$ cat src/rtl/htime_pkg.sv
package htime_pkg;
  localparam int TIME_W = 64;
  localparam int LEN_W  = 16;

  typedef enum logic [1:0] {
    ST_OK      = 2'd0,
    ST_BAD_LEN = 2'd1
  } htime_status_e;

  // Ticks elapsed between a captured count and the present count.
  function automatic logic [TIME_W-1:0] ticks_since(input logic [TIME_W-1:0] now,
                                                    input logic [TIME_W-1:0] cap);
    return now - cap;
  endfunction

  // Host value advanced by a tick delta, modulo 2^TIME_W.
  function automatic logic [TIME_W-1:0] extrapolate(input logic [TIME_W-1:0] host,
                                                    input logic [TIME_W-1:0] delta);
    return host + delta;
  endfunction
endpackage

$ cat src/rtl/htime_tick_ctr.sv
module htime_tick_ctr #(
  parameter int W = 64
) (
  input  logic         clk,
  input  logic         rst_n,
  input  logic         tick_en,
  output logic [W-1:0] count
);
  always_ff @(posedge clk) begin
    if (!rst_n)       count <= '0;
    else if (tick_en) count <= count + 1'b1;
  end
endmodule

$ cat src/rtl/htime_store.sv
module htime_store #(
  parameter int W = 64
) (
  input  logic         clk,
  input  logic         rst_n,
  input  logic         set_fire,
  input  logic [W-1:0] host_in,
  input  logic [W-1:0] tick_now,
  output logic         valid,
  output logic [W-1:0] host_q,
  output logic [W-1:0] cap_q
);
  always_ff @(posedge clk) begin
    if (!rst_n) begin
      valid  <= 1'b0;
      host_q <= '0;
      cap_q  <= '0;
    end else if (set_fire) begin
      valid  <= 1'b1;
      host_q <= host_in;
      cap_q  <= tick_now;
    end
  end
endmodule

$ cat src/rtl/htime_resp.sv
module htime_resp
  import htime_pkg::*;
#(
  parameter int W = 64,
  parameter int LW = 16
) (
  input  logic          clk,
  input  logic          rst_n,
  input  logic          get_fire,
  input  logic          set_fire,
  input  logic          len_err,
  input  logic          valid,
  input  logic [W-1:0]  host_q,
  input  logic [W-1:0]  cap_q,
  input  logic [W-1:0]  tick_now,
  output logic          done,
  output logic [1:0]    status,
  output logic [LW-1:0] out_len,
  output logic [W-1:0]  out_data
);
  localparam int PAY_BYTES = W / 8;
  localparam logic [LW-1:0] GET_OUT_LEN = LW'(PAY_BYTES);

  logic [W-1:0] now_time;
  logic [W-1:0] word_le;

  always_comb begin
    now_time = valid ? extrapolate(host_q, ticks_since(tick_now, cap_q)) : '0;
  end

  // Place each byte of the time value in ascending payload byte order.
  for (genvar b = 0; b < PAY_BYTES; b++) begin : g_byte
    assign word_le[8*b +: 8] = now_time[8*b +: 8];
  end

  always_ff @(posedge clk) begin
    if (!rst_n) begin
      done     <= 1'b0;
      status   <= ST_OK;
      out_len  <= '0;
      out_data <= '0;
    end else begin
      done     <= get_fire | set_fire | len_err;
      status   <= len_err ? ST_BAD_LEN : ST_OK;
      out_len  <= get_fire ? GET_OUT_LEN : '0;
      out_data <= get_fire ? word_le : '0;
    end
  end
endmodule

$ cat src/rtl/htime_unit.sv
module htime_unit
  import htime_pkg::*;
#(
  parameter int W  = TIME_W,
  parameter int LW = LEN_W
) (
  input  logic          clk,
  input  logic          rst_n,
  input  logic          tick_en,
  input  logic          get_req,
  input  logic [LW-1:0] get_len,
  input  logic          set_req,
  input  logic [LW-1:0] set_len,
  input  logic [W-1:0]  set_data,
  output logic          done,
  output logic [1:0]    status,
  output logic [LW-1:0] out_len,
  output logic [W-1:0]  out_data,
  output logic          time_valid
);
  localparam logic [LW-1:0] SET_IN_LEN = LW'(W / 8);
  localparam logic [LW-1:0] GET_IN_LEN = '0;

  // Named internal events, also watched by the checker.
  logic set_fire;
  logic get_fire;
  logic len_err;
  logic [W-1:0] tick_now;
  logic [W-1:0] host_q;
  logic [W-1:0] cap_q;

  always_comb begin
    set_fire = set_req && (set_len == SET_IN_LEN);
    get_fire = get_req && !set_req && (get_len == GET_IN_LEN);
    len_err  = set_req ? (set_len != SET_IN_LEN)
                       : (get_req && (get_len != GET_IN_LEN));
  end

  htime_tick_ctr #(.W(W)) u_tick (
    .clk    (clk),
    .rst_n  (rst_n),
    .tick_en(tick_en),
    .count  (tick_now)
  );

  htime_store #(.W(W)) u_store (
    .clk     (clk),
    .rst_n   (rst_n),
    .set_fire(set_fire),
    .host_in (set_data),
    .tick_now(tick_now),
    .valid   (time_valid),
    .host_q  (host_q),
    .cap_q   (cap_q)
  );

  htime_resp #(.W(W), .LW(LW)) u_resp (
    .clk     (clk),
    .rst_n   (rst_n),
    .get_fire(get_fire),
    .set_fire(set_fire),
    .len_err (len_err),
    .valid   (time_valid),
    .host_q  (host_q),
    .cap_q   (cap_q),
    .tick_now(tick_now),
    .done    (done),
    .status  (status),
    .out_len (out_len),
    .out_data(out_data)
  );
endmodule

$ cat config.mk
export PLATFORM = sky130hd
export DESIGN_NAME = htime_unit
export DESIGN_NICKNAME = d
export VERILOG_FILES = /design/src/rtl/htime_pkg.sv /design/src/rtl/htime_tick_ctr.sv /design/src/rtl/htime_store.sv /design/src/rtl/htime_resp.sv /design/src/rtl/htime_unit.sv
export SDC_FILE = /design/constraint.sdc
export NUM_CORES = 1
export LEC_CHECK = 0
export BUFFER_PORTS_ARGS = -buffer_cell sky130_fd_sc_hd__buf_2
export CELL_PAD_IN_SITES_DETAIL_PLACEMENT = 1
export CELL_PAD_IN_SITES_GLOBAL_PLACEMENT = 1
export CORE_MARGIN = 2
export CORE_UTILIZATION = 47
export CTS_BUF_LIST = sky130_fd_sc_hd__clkbuf_8
export CTS_CLUSTER_DIAMETER = 150
export DETAILED_ROUTE_END_ITERATION = 12
export PLACE_DENSITY = 0.84
export SLEW_MARGIN = 20
export SYNTH_ARGS = -nofsm -noshare
export SYNTH_HDL_FRONTEND = slang
export SYNTH_HIERARCHICAL = 1
export SYNTH_SLANG_ARGS = --single-unit
$ cat constraint.sdc
create_clock -name clk -period 4.3 [get_ports clk]
set_input_delay 0.43 -clock clk [delete_from_list [all_inputs] [get_ports clk]]
set_output_delay 0.43 -clock clk [all_outputs]
set_load 0.05 [all_outputs]
# Word level (Yosys, flattened, before mapping)
# Index checks and enable logic that the tools add are counted.
# classes
muxes	3
add_sub_neg	3
eq_ne	2
reduce_logical	8
bitwise_logic	2
# op_table
operator	n
$add 64x1->64 const B	1
$add 64x64->64	1
$sub 64x64->64	1
$eq 16x4->1 const B	1
$logic_not 16->1	1
$ne 16x4->1 const B	1
$reduce_bool 16->1	1
$logic_and 1x1->1	4
$mux 4	1
$reduce_and 3->1	1
$mux 1	2
$or 1x1->1	2
$logic_not 1->1	1
# totals
in_bits	101
elab_cells	26
regBits	276

# Depth between registers and ports, before layout
# Gate-level depths: netlist of the first run.
# logic_depth
depth_word	5
depth_mapped	16
ltp_nobuf	16

# By module
# Netlist of the first run, hierarchy kept.
# by_module_without_submodules
mod	area_each_um2	n_inst	seq_area_each_um2	cells_per_inst
htime_resp	7863.8	1	1341.3	1023
htime_store	4987.3	1	2582.5	415
htime_tick_ctr	3129.3	1	1281.2	357
htime_unit	102.6	1	0.0	15

# Worst setup path after synthesis of the first run
# No wires, ideal clock.
# synth_path
path_kind	register -> register
from	reg u_tick.count[25]
to	reg u_resp.out_data[52]
t_arrival_ns	3.174
required_ns	4.172
synth_period_minus_slack_ns	3.302
n_path_buf	1
path_stages_with_launch	16
slack_ns	0.998
path_cell_list	dfxtp_1 -> inv_1 -> fa_1 -> inv_1 -> ha_1 -> buf_6 -> a21o_1 -> a21o_1 -> a221oi_2 -> o31a_4 -> o211ai_4 -> a211oi_4 -> o21ai_2 -> a21oi_1 -> xor2_1 -> nor2_1
# synth_via
elab_chain_cells	2
# synth_lines
item	line_no	text
start: declaration	htime_tick_ctr.sv:7	output logic [W-1:0] count
start signal: assignment	htime_tick_ctr.sv:11	else if (tick_en) count <= count + 1'b1;
$sub 64x64->64	htime_pkg.sv:13	return now - cap;
$add 64x64->64	htime_pkg.sv:19	return host + delta;
end signal: assignment	htime_resp.sv:46	out_data <= get_fire ? word_le : '0;
end: declaration	htime_resp.sv:19	output logic [W-1:0] out_data
# No other way between the ends.
# A chain may end at the register's enable or synchronous reset.

# Worst setup path in the final report of the first run
# Same ends and word-level chain as after synthesis.

==> results of run 1 <==
worst reg2reg max path, cell delays in order, from the launching register on:
cell	delay [ns]
dfxtp_1	0.50
inv_1	0.14
fa_1	0.55
inv_1	0.04
ha_1	0.43
a21o_1	0.27
a21o_1	0.22
a221oi_2	0.35
o31a_4	0.24
o211ai_4	0.13
a211oi_4	0.31
o21ai_2	0.13
a21oi_1	0.22
xor2_1	0.16
nor2_1	0.09
flip-flops by register name (all words and copies together) (netlist names):
name	cells
u_resp/done	1
u_resp/out_len	1
u_tick/count	64
u_resp/out_data	64
u_store/host_q	64
u_resp/status	1
u_store/cap_q	64
u_store/valid	1
stage by stage:
stage               utilization (%)  area, um^2  worst slack (ns)
global placement               50.8       17100             0.478
CTS                            54.0       18200             0.406
global route                   54.0       18200             0.218
detailed placement             50.8       17100             0.457
floorplan                         -       16100             0.998
finish                         54.0       18200             0.372
metal layers:
layer / wire [um] / share of wire [%] / GRT usage (%)
met5: 17 / 0.036 / 0
met1: 20700 / 44 / 33.2
met2: 22400 / 48 / 44.0
met3: 2290 / 4.9 / 4.45
met4: 1490 / 3.2 / 9.92
cell usage in the layout, fill, tap and decap left out, drive strengths merged, types with 55 or more instances in the layout:
cell type	instances
dfxtp	260
inv	280
buf	190
clkbuf	62
nand4	55
mux2i	139
nor2b	135
ha	65
nor2	137
o21ai	61
nand2	84
a21oi	97
fa	63
power by group through the flow:
stage	Clock, uW	Combinational [uW]	Sequential [uW]
2_1_floorplan	0	316	2470
3_3_place_gp	0	443	2470
3_5_place_dp	0	451	2470
4_1_cts	2760	457	2420
5_1_grt	2870	492	2410
6_report	2700	462	2420
worst paths after layout:
| path | startpoint | to | slack [ns] | cells after the start |
|---|---|---|---|---|
| setup / recovery | u_tick/count[25] | u_resp/out_data[52] | 0.37 | 14 |
| hold / removal | set_data[61] | u_store/host_q[61] | 0.11 | 3 |
| setup reg to reg | u_tick/count[25] | u_resp/out_data[52] | 0.37 | 14 |
| hold reg to reg | u_store/host_q[9] | u_store/host_q[9] | 0.52 | 2 |
layout make-up:
class | count | area (um^2)
fill | 3987 | 15500
multi-input combinational | 1210 | 9260
sequential | 260 | 5200
timing repair buffer | 190 | 1020
inverter | 270 | 1010
clock buffer | 62 | 853
tap | 448 | 561
clock inverter | 26 | 250
logic make-up after synthesis:
kind of cell | synth area share, %
AO/OA/AOI/OAI | 10.9
XOR/XNOR | 4.96
other | 0.0233
multiplexers | 8.65
AND/OR/NAND/NOR | 19.8
flip-flops | 32.4
buffers and inverters | 10.4
adder cells (fa/ha/maj) | 12.9
==> impl_metrics.ini, run 1 <==
[clocking]
cts_tree = yes
hold_buffers = 0
root_buffer = clkbuf_8
numCtsBuffers = 48
h-tree-depth = 2
clk_latency_ns = 0.58
post_cts_buffers = 0
clock-sinks = 260
clk_pin_slew_ns = 0.06
cts_buffer_depth = 3
cts_resized = 0

[critical_path]
cp_top_family = compound AO/OA/AOI/OAI gates
critPathMaxStageDelay_ns = 0.55
crit_required_ns = 4.73
worst-setup-path-type = reg -> reg
worst_setup_path_end_kind = flip-flop
cp.arrival_ns = 4.36
slowest_stage = fa_1
crit_chain = inv_1 -> fa_1 -> inv_1 -> ha_1 -> a21o_1 -> a21o_1 -> a221oi_2 -> o31a_4 -> o211ai_4 -> a211oi_4 -> o21ai_2 -> a21oi_1 -> xor2_1 -> nor2_1
crit_path_start_kind = flip-flop
cp_max_fo = 8
cp_num_buf_inv = 2

[global_route]
grt_start_max_net_pins = 103
antenna_found_initial = 1
grt_pass1_wl_mm = 74.8
grt_pass1_vias = 14259
grtUsageTotal_pct = 26.0
grt-ovfl-total = 0

[yosys]
synth_commonest_cells = inv_1 (270), dfxtp_1 (260), mux2i_1 (139), nor2_1 (135), nor2b_1 (135)
synth_top_area_cell = dfxtp_1
yosys.area.top_type_share_pct = 32.4
ys_seq_elements = 260
syn_area_um2 = 16100
synth_enable_flop_cells = 0
synth_area_leaders = dfxtp_1 (32%), mux2i_1 (8.7%), fa_1 (7.8%)
ys_warn_count = 6
avgSynthCellArea_um2 = 8.89
yosysMostFrequentCell = inv_1
synth_ff_type = dfxtp_1
async_reset_ff_share_pct = 0
yosysUniqueCellTypes = 85
postSynthCellCount = 1810
ys_seq_area_share_pct = 32.4

[cells_and_area]
fin_cells = 2466
synthToLayoutAreaGrowth_pct = 12.9
drive_gt1_share_pct = 15.8
antenna_cells = 0
nNetsFinal = 2209

[pwr]
power_frac_seq_pct = 43.3
p_int_uw = 4200
p_leak_uw = 0.00792
peakVddDrop_mv = 0.199
p_sw_uw = 1380
switching_share_pct = 24.8
comb_power_share_pct = 8.3
cellPowerDensity_nw_per_um2 = 307
p_total_uw = 5580
p_clk_share_pct = 48.4

[timing]
setup_viol = 0
relSlewSlack_pct = 23.7
hold_ws_ns = 0.108
finalHoldViolCount = 0
timing.final.crit_share_pct = 91.4
finalSetupTns_ns = 0
fin_crit_ns = 3.93
tightest_slew_ns = 1.13
max_freq_mhz = 255
slew_violations = 0
rsz0062_at_grt = no
skew_ns = 0.0218

[die]
fp.dieH_um = 189
core_area_um2 = 33600
io_pins = 185
start_util_pct = 47.8
dieArea_um2 = 35700
row_count = 67
die_x_um = 189

[place]
numPortBuffers = 168
dpl.cell_count = 2378
place_hpwl_mm = 33.6
place_congestion = 0.904

[drt]
drc = 0
wl_mm = 46.9
vias = 13255
viasPerCell = 5.38
drtIter0Drc = 677
drt_pass1_iterations = 5
final_antenna_net_count = 0
wire_per_inst_um = 19.0

[job]
cap_violations = 0

[hold_path]
hold_class = in -> reg

[outcome]
status = finished, final reports clean
(Power assumes the default switching activity.)
==> run 2, diff against run 1 <==
Settings changed: BUFFER_PORTS_ARGS -buffer_cell sky130_fd_sc_hd__buf_2 to -buffer_cell sky130_fd_sc_hd__buf_4.
Clock period 4.3 ns to 4.05 ns, I/O delays scaled along.
==> impl_metrics.ini, run 2 (synthesis gave the netlist of run 1 again) <==
[outcome]
status = finished, final reports clean

[critical_path]
crit_required_ns = 4.47
reg2reg_depth = 13
worst_r2r_endpoint = u_resp/out_data[34]
worst-setup-path-type = reg -> reg
worst_setup_path_end_kind = flip-flop
startpoint = u_tick/count[5]
crit_path_start_kind = flip-flop
cp_max_fo = 7
cp.arrival_ns = 4.21
r2r_setup_slack_ns = 0.26
r2r-start = u_tick/count[5]

[cells_and_area]
fin_cells = 2474
final_common_cell = inv_1
nNetsFinal = 2221
final_cell_mix = inv_1 (282), dfxtp_1 (260), buf_4 (204), mux2i_1 (139), nor2b_1 (135)
antenna_cells = 0
drive_gt1_share_pct = 16.0
synthToLayoutAreaGrowth_pct = 15.4

[clocking]
clk_latency_ns = 0.56
h-tree-depth = 2
hold_buffers = 0
post_cts_buffers = 0
cts_resized = 0
clk_pin_slew_ns = 0.06
numCtsBuffers = 45
root_buffer = clkbuf_8
clock-sinks = 260
cts_buffer_depth = 3
cts_tree = yes

[global_route]
grtUsageTotal_pct = 25.7
grt_pass1_wl_mm = 74.1
grt-ovfl-total = 0
grt_start_max_net_pins = 88
grt_pass1_vias = 14209
antenna_found_initial = 0

[timing]
fin_ws_ns = 0.260
slew_violations = 0
hold_ws_ns = 0.102
finalSetupTns_ns = 0
finalHoldViolCount = 0
tightest_slew_ns = 1.01
max_freq_mhz = 264
rsz0062_at_grt = no
fin_crit_ns = 3.79
setup_viol = 0
timing.final.crit_share_pct = 93.6
skew_ns = 0.0217
relSlewSlack_pct = 32.1

[pwr]
peakVddDrop_mv = 0.220
p_leak_uw = 0.00801
cellPowerDensity_nw_per_um2 = 303

[drt]
wire_per_inst_um = 18.7
drtIter0Drc = 769
viasPerCell = 5.36
final_antenna_net_count = 0
drc = 0
vias = 13255
drt_pass1_iterations = 5
wl_mm = 46.4

[place]
pre_cts_ws_ns = 0.311
place_congestion = 0.890
dpl.cell_count = 2393
place_hpwl_mm = 34.9
numPortBuffers = 168

[hold_path]
worstHoldStart = set_data[47]
hold_end = u_store/host_q[47]
hold_class = in -> reg
min_path_cells = 3

[die]
die_x_um = 189
io_pins = 185
row_count = 67
start_util_pct = 47.8
fp.dieH_um = 189
core_area_um2 = 33600
dieArea_um2 = 35700

[job]
cap_violations = 0
==> run 2: report_power, final <==
| part | switching, uW | internal, uW |
|---|---|---|
| registers | 3.86 | 2560 |
| clock network | 1110 | 1440 |
| logic | 292 | 225 |
| total | 1400 | 4220 |
==> run 2: area by class of cell <==
class / count / area, um^2
clock inverters: 18 / 103
inverters: 270 / 1010
flip-flops and latches: 260 / 5200
clock buffers: 63 / 867
fillers: 3949 / 15100
multi-input cells: 1210 / 9260
well taps: 448 / 561
repair buffers: 205 / 1550
==> run 2: worst max path at each step <==
stage / end
final: u_resp/out_data[34]
after global routing: u_resp/out_data[34]
after CTS: u_resp/out_data[34]
after detailed placement: u_resp/out_data[34]
after global placement: u_resp/out_data[34]
after floorplan: u_resp/out_data[52]
==> run 2: worst max-delay path: stages (launching register included) <==
cell      delay, ns
dfxtp_1        0.45
inv_1          0.12
fa_1           0.56
inv_1          0.04
ha_1           0.39
a21oi_1        0.21
nand2_1        0.09
o21ai_0        0.27
o211ai_1       0.23
a31oi_1        0.40
o221ai_1       0.27
a311oi_1       0.42
xor2_1         0.18
nor2_1         0.05
==> run 2: layer usage <==
metal	global-route usage (%)	wire length, um
met1	33.3	20900
met3	3.82	2230
met4	7.66	1200
met2	44.2	22100
met5	0	0
==> run 2: through the flow <==
step	power [uW]	area (um^2)	util (%)
3_3_place_gp	3120	17600	52.3
5_1_grt	5840	18600	55.2
2_1_floorplan	2960	16100	-
3_5_place_dp	3130	17600	52.3
4_1_cts	5680	18600	55.2
6_report	5630	18600	55.2
==> run 3, diff against run 2 <==
Settings changed: CORE_UTILIZATION 47 to 45, PLACE_DENSITY 0.84 to 0.83, SYNTH_HIERARCHICAL 1 to not set.
==> impl_metrics.ini, run 3 <==
[critical_path]
worst_setup_path_end_kind = flip-flop
crit_chain = inv_1 -> fa_1 -> inv_1 -> ha_1 -> o211a_1 -> a211oi_1 -> buf_4 -> or4b_4 -> a211oi_2 -> buf_4 -> nor2_1 -> o21ai_2 -> a21bo_4 -> nand4_2 -> a31o_1 -> a21oi_2
slowest_stage = fa_1
cp.arrival_ns = 4.32
reg2reg_depth = 16
worst-setup-path-type = reg -> reg
crit_path_start_kind = flip-flop
cp_max_fo = 4
worst_r2r_endpoint = u_resp.out_data[63]
crit_required_ns = 4.55
r2r_setup_slack_ns = 0.23
critPathMaxStageDelay_ns = 0.54
r2r-start = u_tick.count[4]

[pwr]
p_total_uw = 5630
p_leak_uw = 0.00772
peakVddDrop_mv = 0.220
cellPowerDensity_nw_per_um2 = 314

[global_route]
grt_start_max_net_pins = 129
grt-ovfl-total = 0
antenna_found_initial = 0
grt_pass1_wl_mm = 72.1
grt_pass1_vias = 14152
grtUsageTotal_pct = 24.9

[timing]
slew_violations = 0
fin_crit_ns = 3.82
setup_viol = 0
finalSetupTns_ns = 0
tightest_slew_ns = 0.756
skew_ns = 0.0178
relSlewSlack_pct = 49.6
finalHoldViolCount = 0
max_freq_mhz = 262
rsz0062_at_grt = no
timing.final.crit_share_pct = 94.3

[drt]
viasPerCell = 5.16
drtIter0Drc = 608
drc = 0
wire_per_inst_um = 17.5
final_antenna_net_count = 0
drt_pass1_iterations = 4
wl_mm = 44.4
vias = 13123

[clocking]
cts_tree = yes
post_cts_buffers = 0
h-tree-depth = 2
clk_latency_ns = 0.58
cts_buffer_depth = 3
numCtsBuffers = 45
root_buffer = clkbuf_8
clk_pin_slew_ns = 0.06
hold_buffers = 0
clock-sinks = 260

[yosys]
async_reset_ff_share_pct = 0
synth_enable_flop_cells = 0
synth_area_leaders = dfxtp_1 (34%), nand2_1 (8.6%), fa_1 (8.2%)
yosysUniqueCellTypes = 69
ys_seq_elements = 260
yosysMostFrequentCell = nand2_1
synth_commonest_cells = nand2_1 (351), dfxtp_1 (260), inv_1 (260), a21boi_0 (138), nor2_1 (113)
synth_ff_type = dfxtp_1
ys_warn_count = 0
postSynthCellCount = 1916
yosys.area.top_type_share_pct = 33.8
synth_top_area_cell = dfxtp_1
avgSynthCellArea_um2 = 8.03
ys_seq_area_share_pct = 33.8
syn_area_um2 = 15400

[place]
numPortBuffers = 168
place_congestion = 0.862
postPlaceCellArea_um2 = 17000
place_hpwl_mm = 33.3

[cells_and_area]
fillers = 4145
antenna_cells = 0
ff_latch_area_um2 = 5200
nNetsFinal = 2293
final_area_um2 = 17900
final_cell_mix = nand2_1 (350), inv_1 (267), dfxtp_1 (260), buf_4 (182), a21boi_0 (138)
drive_gt1_share_pct = 13.5
final_common_cell = nand2_1
synthToLayoutAreaGrowth_pct = 16.6
post-route-util_pct = 53.4
multiInputGateArea_um2 = 8850

[hold_path]
hold_end = u_resp.done
worstHoldStart = get_req
hold_class = in -> reg
min_path_cells = 2

[die]
fp.dieH_um = 189
core_area_um2 = 33600
die_x_um = 189
row_count = 67
dieArea_um2 = 35700
start_util_pct = 45.8
io_pins = 185

[job]
cap_violations = 0

[outcome]
status = finished, final reports clean
## run 3: cell types whose count changed after synthesis, sizes merged, moves of 43 or more
cell    before  now
nor2b      135   14
mux2i      139    2
xnor2       42   85
nand2       84  351
a21boi       3  138
and2        12   64
## run 3: routing by layer
metal	GRT usage [%]	wire [um]	vias up
met5	0	0	-
met4	8.44	1320	0
met3	3.35	1980	83
met2	43.3	21400	271
met1	31.7	19700	6338
li1	-	-	6431
## run 3: per-stage QoR
step	setup slack, ns	instances	hold slack [ns]
6_report	0.231	2542	0.0650
5_1_grt	0.00756	2542	0.0493
4_1_cts	0.226	2542	0.0296
3_5_place_dp	0.284	2465	0.461
3_3_place_gp	0.361	2465	0.449
2_1_floorplan	0.663	1931	0.441
## run 3: logic make-up after synthesis
family                     count (synthesis)  synth area share [%]
xor gates and xnor gates                 117                  6.66
DFF                                      260                  33.8
other                                      1                0.0244
and+or+nand+nor                          696                  20.8
adders and majority gates                128                  13.5
buffers and inverters                    358                  9.16
muxes                                      2                 0.130
AOI/OAI and AO/OA                        354                  15.9
## run 3: worst max-delay path by stage
stage | start | endpoint | slack (ns) | cells after the start
finish | u_tick.count[4] | u_resp.out_data[63] | 0.23 | 16
global route | u_tick.count[1] | u_resp.out_data[41] | 0.008 | 15
CTS | u_tick.count[4] | u_resp.out_data[63] | 0.23 | 16
floorplan | u_tick.count[1] | u_resp.out_data[41] | 0.66 | 14
global placement | u_tick.count[9] | u_resp.out_data[61] | 0.36 | 14
detailed placement | u_tick.count[4] | u_resp.out_data[63] | 0.28 | 16
## run 3: cell type report
cell class                 count  area share, %
clock buffer                  55           4.22
clock inverter                22           1.07
inverter                     260           5.44
multi-input combinational   1313           49.3
sequential                   260           29.0
tap                          448           3.12
timing repair buffer         184           7.84
## run 3: power breakdown
part | internal (uW) | switching (uW) | total [uW]
Clock | 1430 | 1130 | 2560
Sequential | 2560 | 3.97 | 2570
Combinational | 232 | 273 | 505
## run 3: timing repair
item,4_1_cts,5_1_grt
hold endpoints to repair,0,0
resized for setup,0,2
endpoints found under the setup margin,0,3
## run 3: critical path, delay by kind of cell (launching register included)
family,cells,cell delay [ns]
simple gates,3,0.71
fa+ha+maj,2,0.90
flops,1,0.36
buf+inv,4,0.48
compound gates,7,1.27
